==> config.mk <==
export PLATFORM = sky130hd
export DESIGN_NAME = rx_trigger_fifo
export DESIGN_NICKNAME = d
export VERILOG_FILES = /design/src/rtl/rxf_pkg.sv /design/src/rtl/rxf_src.sv /design/src/rtl/rxf_store.sv /design/src/rtl/rxf_flags.sv /design/src/rtl/rx_trigger_fifo.sv
export SDC_FILE = /design/constraint.sdc
export NUM_CORES = 1
export LEC_CHECK = 0
export BUFFER_PORTS_ARGS = -buffer_cell sky130_fd_sc_hd__buf_2
export CORE_MARGIN = 10
export CORE_UTILIZATION = 54
export CTS_CLUSTER_SIZE = 16
export DETAILED_ROUTE_END_ITERATION = 10
export PLACE_DENSITY = 0.74
export SLEW_MARGIN = 20
export SYNTH_ARGS = -nofsm -noshare
export SYNTH_HDL_FRONTEND = slang
export SYNTH_SLANG_ARGS = --single-unit
==> constraint.sdc <==
create_clock -name clk -period 3.1 [get_ports clk]
set_input_delay 0.155 -clock clk [delete_from_list [all_inputs] [get_ports clk]]
set_output_delay 0.155 -clock clk [all_outputs]
set_load 0.01 [all_outputs]
==> src/rtl/rxf_pkg.sv <==
package rxf_pkg;

   // Trigger level for a 2-bit selection code.
   function automatic int unsigned trig_level(input logic [1:0] sel);
      case (sel)
         2'd0:    return 1;
         2'd1:    return 4;
         2'd2:    return 8;
         default: return 14;
      endcase
   endfunction

   localparam int unsigned MAX_TRIG = 14;

endpackage

==> src/rtl/rxf_src.sv <==
module rxf_src #(
   parameter int DATA_W = 8
) (
   input  logic              char_tick,
   input  logic              loop_en,
   input  logic              line_vld,
   input  logic [DATA_W-1:0] line_data,
   input  logic              loop_vld,
   input  logic [DATA_W-1:0] loop_data,
   input  logic              rx_en,
   input  logic              overrun,
   output logic              take,
   output logic [DATA_W-1:0] byte_in
);

   logic src_vld;

   always_comb begin
      if (loop_en) begin
         src_vld = loop_vld;
         byte_in = loop_data;
      end else begin
         src_vld = line_vld;
         byte_in = line_data;
      end
      // reception allowed only when enabled and no overrun pending
      take = char_tick && src_vld && rx_en && !overrun;
   end

endmodule

==> src/rtl/rxf_store.sv <==
module rxf_store #(
   parameter int DATA_W        = 8,
   parameter int DEPTH         = 16,
   parameter int CNT_W         = 5,
   parameter bit CLEAR_STORAGE = 1'b0
) (
   input  logic              clk,
   input  logic              rst_n,
   input  logic              clr,
   input  logic              push,
   input  logic [DATA_W-1:0] wdata,
   input  logic              pop,
   output logic [DATA_W-1:0] rdata,
   output logic [CNT_W-1:0]  count,
   output logic [CNT_W-1:0]  count_nxt,
   output logic              full,
   output logic              empty
);

   localparam int PTR_W = (DEPTH > 1) ? $clog2(DEPTH) : 1;
   localparam logic [PTR_W-1:0] LAST = PTR_W'(DEPTH - 1);

   logic [DATA_W-1:0] mem [DEPTH];
   logic [PTR_W-1:0]  wr_ptr, rd_ptr;
   logic              push_ok, pop_ok;

   assign full    = (count == CNT_W'(DEPTH));
   assign empty   = (count == '0);
   assign push_ok = push && !full && !clr;
   assign pop_ok  = pop && !empty && !clr;
   assign rdata   = empty ? '0 : mem[rd_ptr];

   always_comb begin
      if (clr) count_nxt = '0;
      else     count_nxt = count + CNT_W'(push_ok) - CNT_W'(pop_ok);
   end

   always_ff @(posedge clk or negedge rst_n) begin
      if (!rst_n) begin
         wr_ptr <= '0;
         rd_ptr <= '0;
         count  <= '0;
      end else begin
         count <= count_nxt;
         if (clr) begin
            wr_ptr <= '0;
            rd_ptr <= '0;
         end else begin
            if (push_ok) wr_ptr <= (wr_ptr == LAST) ? '0 : wr_ptr + 1'b1;
            if (pop_ok)  rd_ptr <= (rd_ptr == LAST) ? '0 : rd_ptr + 1'b1;
         end
      end
   end

   generate
      if (CLEAR_STORAGE) begin : g_mem_rst
         always_ff @(posedge clk or negedge rst_n) begin
            if (!rst_n) begin
               for (int i = 0; i < DEPTH; i++) mem[i] <= '0;
            end else if (push_ok) begin
               mem[wr_ptr] <= wdata;
            end
         end
      end else begin : g_mem_plain
         always_ff @(posedge clk) begin
            if (push_ok) mem[wr_ptr] <= wdata;
         end
      end
   endgenerate

   a_r1_no_overflow: assert property (@(posedge clk) disable iff (!rst_n)
      count <= CNT_W'(DEPTH));

   a_r5_drop_keeps_count: assert property (@(posedge clk) disable iff (!rst_n)
      (push && full && !pop && !clr) |=> (count == CNT_W'(DEPTH)));

   a_r12_empty_read: assert property (@(posedge clk) disable iff (!rst_n)
      (pop && empty && !push && !clr) |=> (count == '0));

   a_r9_clear_count: assert property (@(posedge clk) disable iff (!rst_n)
      clr |=> (count == '0));

endmodule

==> src/rtl/rxf_flags.sv <==
module rxf_flags #(
   parameter int CNT_W = 5
) (
   input  logic             clk,
   input  logic             rst_n,
   input  logic             char_tick,
   input  logic             take,
   input  logic             clr,
   input  logic             store_full,
   input  logic [CNT_W-1:0] count,
   input  logic [CNT_W-1:0] count_nxt,
   input  logic [CNT_W-1:0] trig,
   input  logic             sts_wr,
   input  logic [1:0]       sts_wdata,
   input  logic             ovr_wr,
   input  logic             ovr_wdata,
   input  logic             rxi_en,
   input  logic             erri_en,
   output logic             fill_q,
   output logic             ready_q,
   output logic             ovr_q,
   output logic             rx_irq,
   output logic             err_irq
);

   logic took_last;
   logic stored, fill_set, ready_set, ovr_set;

   assign stored    = take && !store_full && !clr;
   assign fill_set  = stored && (count_nxt >= trig);
   assign ready_set = char_tick && !take && !took_last && !clr &&
                      (count != '0) && (count < trig);
   assign ovr_set   = take && store_full && !clr;

   always_ff @(posedge clk or negedge rst_n) begin
      if (!rst_n) begin
         fill_q    <= 1'b0;
         ready_q   <= 1'b0;
         ovr_q     <= 1'b0;
         took_last <= 1'b0;
      end else begin
         if (char_tick) took_last <= take;

         if (clr)           fill_q <= 1'b0;
         else if (fill_set) fill_q <= 1'b1;
         else if (sts_wr)   fill_q <= fill_q & sts_wdata[1];

         if (clr)            ready_q <= 1'b0;
         else if (ready_set) ready_q <= 1'b1;
         else if (sts_wr)    ready_q <= ready_q & sts_wdata[0];

         if (ovr_set)     ovr_q <= 1'b1;
         else if (ovr_wr) ovr_q <= ovr_q & ovr_wdata;
      end
   end

   assign rx_irq  = rxi_en & (fill_q | ready_q);
   assign err_irq = (rxi_en | erri_en) & ovr_q;

   a_r3_fill_rise: assert property (@(posedge clk) disable iff (!rst_n)
      $rose(fill_q) |-> $past(take));

   a_r4_ready_rise: assert property (@(posedge clk) disable iff (!rst_n)
      $rose(ready_q) |-> ($past(char_tick) && $past(count) != '0));

   a_r5_overrun_set: assert property (@(posedge clk) disable iff (!rst_n)
      (take && store_full && !clr) |=> ovr_q);

   a_r9_clear_flags: assert property (@(posedge clk) disable iff (!rst_n)
      clr |=> (!fill_q && !ready_q && !rx_irq));

   a_r11_ovr_write_one: assert property (@(posedge clk) disable iff (!rst_n)
      (ovr_q && ovr_wr && ovr_wdata) |=> ovr_q);

endmodule

==> src/rtl/rx_trigger_fifo.sv <==
module rx_trigger_fifo #(
   parameter int DATA_W        = 8,
   parameter int DEPTH         = 16,
   parameter bit CLEAR_STORAGE = 1'b0,
   localparam int CNT_W        = $clog2(DEPTH + 1)
) (
   input  logic              clk,
   input  logic              rst_n,
   input  logic              char_tick,
   input  logic              loop_en,
   input  logic              line_vld,
   input  logic [DATA_W-1:0] line_data,
   input  logic              loop_vld,
   input  logic [DATA_W-1:0] loop_data,
   input  logic              rx_en,
   input  logic              rxi_en,
   input  logic              erri_en,
   input  logic [1:0]        trig_sel,
   input  logic              fifo_clr,
   input  logic              rd_en,
   output logic [DATA_W-1:0] rd_data,
   input  logic              sts_wr,
   input  logic [1:0]        sts_wdata,
   input  logic              ovr_wr,
   input  logic              ovr_wdata,
   output logic [CNT_W-1:0]  rx_count,
   output logic              fill_flag,
   output logic              ready_flag,
   output logic              overrun,
   output logic              rx_irq,
   output logic              err_irq
);

   import rxf_pkg::*;

   generate
      if (DEPTH < int'(MAX_TRIG)) begin : g_bad_depth
         $error("rx_trigger_fifo: DEPTH must cover the largest trigger level");
      end
      if (DATA_W < 1) begin : g_bad_width
         $error("rx_trigger_fifo: DATA_W must be positive");
      end
   endgenerate

   logic              take;
   logic [DATA_W-1:0] byte_in;
   logic [CNT_W-1:0]  count_nxt;
   logic [CNT_W-1:0]  trig;
   logic              store_full, store_empty;

   assign trig = CNT_W'(trig_level(trig_sel));

   rxf_src #(.DATA_W(DATA_W)) u_src (
      .char_tick (char_tick),
      .loop_en   (loop_en),
      .line_vld  (line_vld),
      .line_data (line_data),
      .loop_vld  (loop_vld),
      .loop_data (loop_data),
      .rx_en     (rx_en),
      .overrun   (overrun),
      .take      (take),
      .byte_in   (byte_in)
   );

   rxf_store #(
      .DATA_W        (DATA_W),
      .DEPTH         (DEPTH),
      .CNT_W         (CNT_W),
      .CLEAR_STORAGE (CLEAR_STORAGE)
   ) u_store (
      .clk       (clk),
      .rst_n     (rst_n),
      .clr       (fifo_clr),
      .push      (take),
      .wdata     (byte_in),
      .pop       (rd_en),
      .rdata     (rd_data),
      .count     (rx_count),
      .count_nxt (count_nxt),
      .full      (store_full),
      .empty     (store_empty)
   );

   rxf_flags #(.CNT_W(CNT_W)) u_flags (
      .clk        (clk),
      .rst_n      (rst_n),
      .char_tick  (char_tick),
      .take       (take),
      .clr        (fifo_clr),
      .store_full (store_full),
      .count      (rx_count),
      .count_nxt  (count_nxt),
      .trig       (trig),
      .sts_wr     (sts_wr),
      .sts_wdata  (sts_wdata),
      .ovr_wr     (ovr_wr),
      .ovr_wdata  (ovr_wdata),
      .rxi_en     (rxi_en),
      .erri_en    (erri_en),
      .fill_q     (fill_flag),
      .ready_q    (ready_flag),
      .ovr_q      (overrun),
      .rx_irq     (rx_irq),
      .err_irq    (err_irq)
   );

   a_r8_blocked: assert property (@(posedge clk) disable iff (!rst_n)
      (char_tick && (!rx_en || overrun) && !rd_en && !fifo_clr) |=> $stable(rx_count));

   a_r12_empty_zero: assert property (@(posedge clk) disable iff (!rst_n)
      store_empty |-> (rd_data == '0));

endmodule

# Word-level counts from Yosys, hierarchy flattened
# Memory sizes are Yosys's and may differ from the RTL's.
# Index checks and enable logic that the tools add are counted.
# word_totals
ff_bits	17
ramBits	128
in_bits	34
out_inout_bits	18
memories	1
# op_classes
add_sub_neg	4
order_cmp	2
eq_ne	5
n_mux	21
bitwise_logic	7
reduce_logical	29
# mem_list
name	words	width	read_ports	rd_ports_with_merged_regs	write_ports	line_no	text
u_store.mem	16	8	1	0	1	rxf_store.sv:23	logic [DATA_W-1:0] mem [DEPTH];
# op_table
operator	count
2-to-1 mux 4 bit	6
2-to-1 mux 8 bit	2
logical AND 1 bit	15
case mux 4 bit (3 select lines)	1
2-to-1 mux 1 bit	11
adder 4 x 1 -> 4 bit (second input constant)	2
equality test 4 bit (second input constant)	2
logical NOT 1 bit	6
nonzero test 2 bit	3
nonzero test 3 bit	2
adder 5 x 1 -> 5 bit	1
bitwise AND 1 bit	5
equality test 5 bit (second input constant)	1
greater-or-equal comparator 5 x 4 -> 1 bit	1
logical NOT 5 bit	1
less-than comparator 5 x 4 -> 1 bit	1
2-to-1 mux 5 bit	1
nonzero test 5 bit	1
subtractor 5 x 1 -> 5 bit	1
equality test 2 x 1 -> 1 bit (second input constant)	1
equality test 2 bit (second input constant)	1
logical NOT 2 bit	1
OR 1 bit	2

# Logic depth before layout (Yosys ltp)
# Gate-level depths: netlist (run 1).
# logic_depth
word_depth	13
depth_mapped	15

# Cells and area by module
# From an unflattened synthesis (run 1), not the netlist that was laid out.
# hier_totals
cells_unflattened	368
hier_area_um2	6418.7
# modules_own_cells
mod	n_inst	cells_each	area_per_inst_um2	seq_area_each_um2
rxf_store	1	306	5869.4	4169.0
rxf_flags	1	45	402.9	100.1
rxf_src	1	12	125.1	0.0
rx_trigger_fifo	1	5	21.3	0.0

# Worst setup path before layout (run 1)
# No wires, ideal clock.
# synth_path
kind	reg2reg
startpoint	register u_store.count[3]
endpoint	register u_flags.fill_q
setup_time_ns	0.136
t_arrival_ns	2.976
t_required_ns	2.964
setup_slack_ns	-0.011
path_stages_with_launch	15
path_buffers	0
period_less_slack_ns	3.111
cell_sequence	dfrtp_1 inv_1 ha_1 nor4b_1 nand2b_1 nor2_1 ha_1 inv_1 ha_1 fa_1 nor2b_1 ha_1 a211o_1 o211ai_1 a32oi_1
# synth_via
elab_chain_len	11
word_cells_on_any_way	16
classes_between	add/sub (2); order compare (1); eq/ne (1); mux (3); reduce/logical (9)
# synth_lines
element	line_no	text
from (decl)	rxf_store.sv:14	output logic [CNT_W-1:0] count,
from (signal assigned)	rxf_store.sv:44	count <= count_nxt;
equality test 5 bit	rxf_store.sv:27	assign full = (count == CNT_W'(DEPTH));
logical NOT 1 bit	rxf_store.sv:29	assign push_ok = push && !full && !clr;
logical AND 1 bit (2 in a row)	rxf_store.sv:29	
adder 5 x 1 -> 5 bit	rxf_store.sv:35	else count_nxt = count + CNT_W'(push_ok) - CNT_W'(pop_ok);
subtractor 5 x 1 -> 5 bit *	rxf_store.sv:35	
2-to-1 mux 5 bit *	rxf_store.sv:34	if (clr) count_nxt = '0;
net count_nxt[1]	rx_trigger_fifo.sv:47	logic [CNT_W-1:0] count_nxt;
greater-or-equal comparator 5 x 4 -> 1 bit *	rxf_flags.sv:30	assign fill_set = stored && (count_nxt >= trig);
logical AND 1 bit *	rxf_flags.sv:30	
2-to-1 mux 1 bit	rxf_flags.sv:45	else if (fill_set) fill_q <= 1'b1;
2-to-1 mux 1 bit	rxf_flags.sv:44	if (clr) fill_q <= 1'b0;
to (signal assigned)	rxf_flags.sv:46	else if (sts_wr) fill_q <= fill_q & sts_wdata[1];
to (decl)	rxf_flags.sv:19	output logic fill_q,
# Mark *: on every way through the listed nets, which the timed path passes. The rest lies on a longest branch.
# A chain may end at the register's enable or synchronous reset.

# Worst setup path after layout (run 1)
# layout_path
startpoint	register u_store.count[0]
endpoint	register u_flags.fill_q
# Same word-level chain as after synthesis.

==> results of run 1 <==
## sequential cells by signal, summed over array words and instances (netlist names)
signal             count
u_flags.took_last      1
u_store.mem          128
u_store.rd_ptr         4
u_flags.fill_q         1
u_flags.ready_q        1
u_store.wr_ptr         4
u_store.count          5
u_flags.ovr_q          1
## cells in the mapped netlist, types with 3 or more instances
| master | n | area (um2) |
|---|---|---|
| mux2_2 | 9 | 101 |
| mux2i_1 | 4 | 40.0 |
| ha_1 | 18 | 225 |
| xnor2_1 | 4 | 35.0 |
| nand3b_1 | 4 | 30.0 |
| mux4_1 | 19 | 499 |
| nor3b_1 | 3 | 22.5 |
| clkbuf_1 | 9 | 33.8 |
| nor2b_1 | 11 | 68.8 |
| o21ai_0 | 4 | 20.0 |
| nand2b_1 | 4 | 25.0 |
| inv_1 | 13 | 48.8 |
| nor2_1 | 15 | 56.3 |
| mux4_2 | 21 | 473 |
| edfxtp_1 | 128 | 3840 |
| and2_1 | 16 | 100 |
| dfrtp_1 | 17 | 425 |
| nand2_1 | 6 | 22.5 |
| a21oi_1 | 6 | 30.0 |
## area by class of cell
type,count,area share
clock buffer,21,0.0583
clock inverter,11,0.0172
inverter,13,0.00646
multi-input combinational,170,0.272
sequential,145,0.565
tap,143,0.0237
timing repair buffer,72,0.0573
## through the flow
step / area, um2 / cells / worst slack, ps / power (W)
finish: 7560 / 575 / 72.4 / 0.00549
global route: 7560 / 575 / -51.5 / 0.00574
CTS: 7440 / 569 / 0.0215 / 0.00542
detailed placement: 6830 / 534 / -14.6 / 0.00344
global placement: 6830 / 534 / 91.2 / 0.00341
floorplan: 6400 / 344 / 56.5 / 0.00309
## per-layer routing
layer / wire (um) / GRT usage / part of all wire
met1: 5720 / 0.212 / 0.45
met2: 6220 / 0.248 / 0.49
met3: 545 / 0.0497 / 0.043
met4: 104 / 0.0488 / 0.0083
met5: 0 / 0 / 0
## power by group
| group | switching, W | internal, W |
|---|---|---|
| clock | 0.000767 | 0.00119 |
| combinational | 0.000615 | 0.000658 |
| sequential | 0.0000718 | 0.00219 |
## critical path, cell delays in order (launching register included)
cell	delay, ps
dfrtp_1	390
buf_4	170
nand4bb_1	190
nand4b_1	230
ha_4	330
inv_2	40
ha_4	160
fa_2	520
nor2b_4	170
ha_4	210
a211o_1	280
o211ai_1	80
a32oi_1	120
## what timing repair did
action / in CTS / in global routing
pin swaps: 0 / 9
endpoints found under the hold margin: 19 / 0
gates cloned: 0 / 0
setup endpoints to repair: 1 / 1
gates resized for setup: 3 / 13
hold buffers: 3 / 0
buffers inserted: 0 / 6
## path summary, 6_finish.rpt
check	startpoint	endpoint	slack [ps]	cells after the start
worst max-delay path	u_store.count[0]	u_flags.fill_q	70	12
worst min-delay path	ovr_wdata	u_flags.ovr_q	10	3
worst max register to register	u_store.count[0]	u_flags.fill_q	70	12
worst min register to register	u_flags.took_last	u_flags.took_last	540	2
max in group asynchronous	rst_n	u_store.rd_ptr[0]	2580	2
min in group asynchronous	rst_n	u_store.count[4]	210	2
## cells by family (layout without fill, tap and decap cells)
| logic type | Yosys count | after routing |
|---|---|---|
| AO/OA/AOI/OAI | 24 | 24 |
| XOR/XNOR | 6 | 6 |
| adder cells (fa/ha/maj) | 19 | 19 |
| buffers and inverters | 29 | 117 |
| flip-flops | 145 | 145 |
| multiplexers | 53 | 53 |
| AND/OR/NAND/NOR | 68 | 68 |
==> metrics.cfg, run 1 <==
[die]
die_width_um=129
placeableCoreArea_um2=11500
io_pins=52
rows=39
die_area_um2=16600
fp.dieH_um=129
start_util=0.556

[clock_network]
cts_root_buf=clkbuf_16
numClockSinks=145
clk_latency_ps=420
htreeDepth=4
tritoncts=yes
cts_buffer_depth=2
clk_pin_slew_ps=60
cts_made_buffers=17

[final_layout]
multi_input_area_um2=2060
final_cell_mix=128 x edfxtp_1, 51 x buf_2, 21 x mux4_2
fin_util=0.656
layout.nets=472
area_growth_syn_to_layout_pct=18.1
layout_commonest_cell=edfxtp_1
drive_gt1_frac=0.331
antenna_cells=0
nFillCells=745
ff_latch_area_um2=4270

[pwr]
static-leakage-power_nw=2.72
vdd.ir_drop.worst_uv=402
power_density_nw_per_um2=727

[yosys]
synth-edff-count=128
synth_seq_cells=145
ys_seq_area_frac=0.667
synth_fa_ha_area_frac=0.0383
synthesis.yosys.warnings=0
postSynth.asyncResetShare=0.117
syn_area_um2=6400
synth_compound_area_frac=0.0254
synth_top_flop_cell=edfxtp_1
ys_types=45
synthSimpleGateAreaFrac=0.0612
synth_area_per_cell_um2=18.6
synth_top_family_by_area=multiplexers
synthMuxAreaShare=0.174
synth_xor_xnor_area_share=0.00821
syn_nets=397
syn_inst=344

[job]
drv_cap=0

[timing]
slew_violations=0
tightest_slew_ps=677
fmax_mhz=330
rsz0062_at_grt=true
hold_viol_final=0
holdWs_ps=14.1
setup_viol=0
skew_ps=11.4
maxSlewHeadroom=0.548
post-route-period-util=0.977
layout_min_cycle_time_ps=3030
setup_tns_ps=0

[routing]
routed-via-count=3348
ant_nets=0
drtIter0Drc=326
drc=0
dr.pass1.iters=4
viasPerCell=5.82
route.detailed.wl_per_inst_um=21.9
routed_wl_um=12600

[global_routing]
track_usage=0.160
grt_pass1_wl_um=19900
antenna_found_initial=0
grt_max_degree=37
grt_pass1_vias=3586
grt_remaining_overflow=0

[setup_path]
cp.required_ps=3370
crit_fanout=5
end_kind=flip-flop
startpoint_type=flip-flop
cp.arrival_ps=3300
critical_path_class=reg2reg

[placement]
place.gp.congestion=0.810
dp_hpwl_um=8410
port_buffers=51

[status]
outcome=finished, final reports clean

[worst_hold_path]
hold_class=in2reg

No activity file was read; power rests on OpenSTA's default activity.
==> run 2: changes to the inputs <==
--- a/config.mk
+++ b/config.mk
@@ -7,10 +7,11 @@
 export LEC_CHECK = 0
 export BUFFER_PORTS_ARGS = -buffer_cell sky130_fd_sc_hd__buf_2
 export CORE_MARGIN = 10
-export CORE_UTILIZATION = 54
+export CORE_UTILIZATION = 56
+export CTS_BUF_LIST = sky130_fd_sc_hd__clkbuf_4 sky130_fd_sc_hd__clkbuf_8
 export CTS_CLUSTER_SIZE = 16
 export DETAILED_ROUTE_END_ITERATION = 10
-export PLACE_DENSITY = 0.74
+export PLACE_DENSITY = 0.76
 export SLEW_MARGIN = 20
 export SYNTH_ARGS = -nofsm -noshare
 export SYNTH_HDL_FRONTEND = slang
==> run 2 against run 1 <==
Routed wire length is 3.0% lower; design area is 3.4% lower; non-clock buffer count is 3 lower; sequential power hardly changed; setup slack better by 23 ps; global-route usage is 0.35 points lower; combinational power is 4% lower; maximum frequency is 0.78% higher; via count is 1.7% lower; die area is 3.0% lower; critical path depth is 2 higher; clock power is 29% lower; highest routed layer unchanged.
==> metrics.cfg, run 2 (same netlist as run 1, synthesis figures left out) <==
[timing]
layout_min_cycle_time_ps=3000  ; -23.5 ps
tightest_slew_ps=629  ; -48.6 ps
post-route-period-util=0.969  ; -0.00757
fmax_mhz=333  ; +0.78%
maxSlewHeadroom=0.581  ; +0.0324
skew_ps=10.9  ; -0.464 ps
setup_viol=0  ; unchanged
slew_violations=0  ; unchanged
hold_viol_final=0  ; unchanged
setup_tns_ps=0  ; unchanged

[final_layout]
area_growth_syn_to_layout_pct=14.1
final_cell_mix=128 x edfxtp_1, 51 x buf_2, 21 x mux4_2
antenna_cells=0  ; unchanged
layout.nets=469  ; -0.64%
max_flop_register=u_store.mem
largest_reg_flops=128  ; unchanged
layout_commonest_cell=edfxtp_1
design_area_um2=7300  ; -3.4%
largestRegisters=u_store.mem x128, u_store.count x5
drive_gt1_frac=0.317  ; -0.0141

[setup_path]
regToRegSetupSlack_ps=100  ; +20 ps
r2r_cells=14  ; +2
crit_fanout=3  ; -2
r2r-start=u_store.count[2]
r2r_end=u_flags.fill_q
cp.arrival_ps=3290  ; about the same
critical_path_class=reg2reg
cp.required_ps=3390  ; +20 ps
startpoint_type=flip-flop
end_kind=flip-flop

[die]
start_util=0.580  ; +0.0244
die_area_um2=16100  ; -3.0%
rows=38  ; -2.6%
fp.dieH_um=127  ; -1.5%
die_width_um=127  ; -1.5%
placeableCoreArea_um2=11000  ; -4.2%
io_pins=52  ; unchanged

[pwr]
seqPwrFrac=0.465  ; +0.053
p_int_w=0.00353  ; -13%
clkPwrFrac=0.286  ; -0.071
sw_frac_of_total=0.277  ; +0.0120
power_density_nw_per_um2=669  ; -8.0%
p_sw_w=0.00135  ; -7.0%
vdd.ir_drop.worst_uv=364  ; -9.4%
comb_power_share=0.249  ; +0.017
static-leakage-power_nw=2.63  ; -3.4%
power_w=0.00488  ; -11%

[routing]
dr.pass1.iters=4  ; unchanged
routed-via-count=3292  ; -1.7%
viasPerCell=5.82  ; -0.11%
ant_nets=0  ; unchanged
route.detailed.wl_per_inst_um=21.6  ; -1.4%
drc=0  ; unchanged
routed_wl_um=12200  ; -3.0%
drtIter0Drc=352  ; +8.0%

[clock_network]
tritoncts=yes
cts_root_buf=clkbuf_8
cts_made_buffers=17  ; unchanged
clk_latency_ps=430  ; about the same
clk_pin_slew_ps=70  ; about the same
numClockSinks=145  ; unchanged
cts_buffer_depth=2  ; unchanged
htreeDepth=4  ; unchanged

[global_routing]
track_usage=0.156  ; -0.00346
antenna_found_initial=0  ; unchanged
grt_remaining_overflow=0  ; unchanged
grt_pass1_wl_um=19400  ; -2.4%
grt_pass1_vias=3465  ; -3.4%
grt_max_degree=25  ; -32%

[worst_hold_path]
hold_path_end=u_flags.ovr_q
hold_start=ovr_wr
min_path_cells=4  ; +1
hold_class=in2reg

[job]
drv_cap=0  ; unchanged

[placement]
placed_area_um2=6840  ; +0.13%
place.gp.congestion=0.842  ; +4.1%
port_buffers=51  ; unchanged
dp_hpwl_um=8750  ; +4.1%

[status]
outcome=finished, final reports clean

run 2: cell count changes in the layout (fill, tap and decap cells not counted), moves of 2 or more:
cell,previous run,this run
ha_4,4,1
clkinv_4,1,4
clkbuf_8,0,17
clkbuf_1,4,0
clkinvlp_4,4,2
clkbuf_16,17,0
ha_1,14,16
buf_4,17,12
run 2: layout make-up:
cell class | instances | area [um2]
sequential | 145 | 4270
tap | 140 | 175
multi-input combinational | 170 | 2010
timing repair buffer | 69 | 425
inverter | 13 | 48.8
fill | 759 | 3730
clock buffer | 17 | 234
clock inverter | 12 | 138
run 2: how the worst max path moves through the flow:
stage | from | to | slack (ps) | cells past startpoint
finish | u_store.count[2] | u_flags.fill_q | 100 | 14
global route | u_store.count[3] | u_flags.fill_q | -30 | 14
CTS | u_store.count[2] | u_flags.fill_q | 8 | 14
detailed placement | u_store.count[2] | u_flags.fill_q | -40 | 14
global placement | u_store.count[2] | u_flags.fill_q | 90 | 14
floorplan | u_store.count[3] | u_flags.fill_q | 60 | 14
run 2: repair_timing:
item | in CTS | in global routing
gates resized for setup | 3 | 6
setup endpoints to repair | 1 | 1
hold buffers | 4 | 0
buffers inserted | 0 | 2
gates cloned | 0 | 0
endpoints found under the hold margin | 23 | 0
pin swaps | 0 | 2
run 2: stage by stage:
| step | hold WS [ps] | utilization | instances | worst slack, ps |
|---|---|---|---|---|
| after floorplan | -141 | - | 344 | 56.5 |
| after global placement | 106 | 0.620 | 531 | 90.1 |
| after detailed placement | 108 | 0.620 | 531 | -39.4 |
| after CTS | 9.27 | 0.658 | 564 | 7.61 |
| after global routing | 54.8 | 0.662 | 566 | -33.1 |
| final | 41.0 | 0.662 | 566 | 95.8 |
run 2: power by group through the flow:
stage          clock network [W]  logic, W  registers [W]
3_3_place_gp                   0   0.00112        0.00230
4_1_cts                  0.00142   0.00118        0.00227
2_1_floorplan                  0  0.000804        0.00228
3_5_place_dp                   0   0.00116        0.00231
5_1_grt                  0.00150   0.00133        0.00228
6_report                 0.00140   0.00122        0.00227
run 2: critical path, stage by stage, from the launching register on:
cell and delay [ps]:
dfrtp_1 400, inv_2 90, ha_4 130, nor4b_4 210
nand2b_4 170, nor2_1 40, ha_1 290, inv_1 60
ha_2 170, fa_1 420, nor2b_4 140, ha_1 280
a211o_1 250, o211ai_1 90, a32oi_1 120
run 2: routing by layer:
layer	global-route usage	vias to the layer above	routed length (um)
met5	0	-	0
met4	0.0536	0	66
met3	0.0421	4	771
met2	0.236	102	5910
met1	0.214	1669	5470
li1	-	1517	-
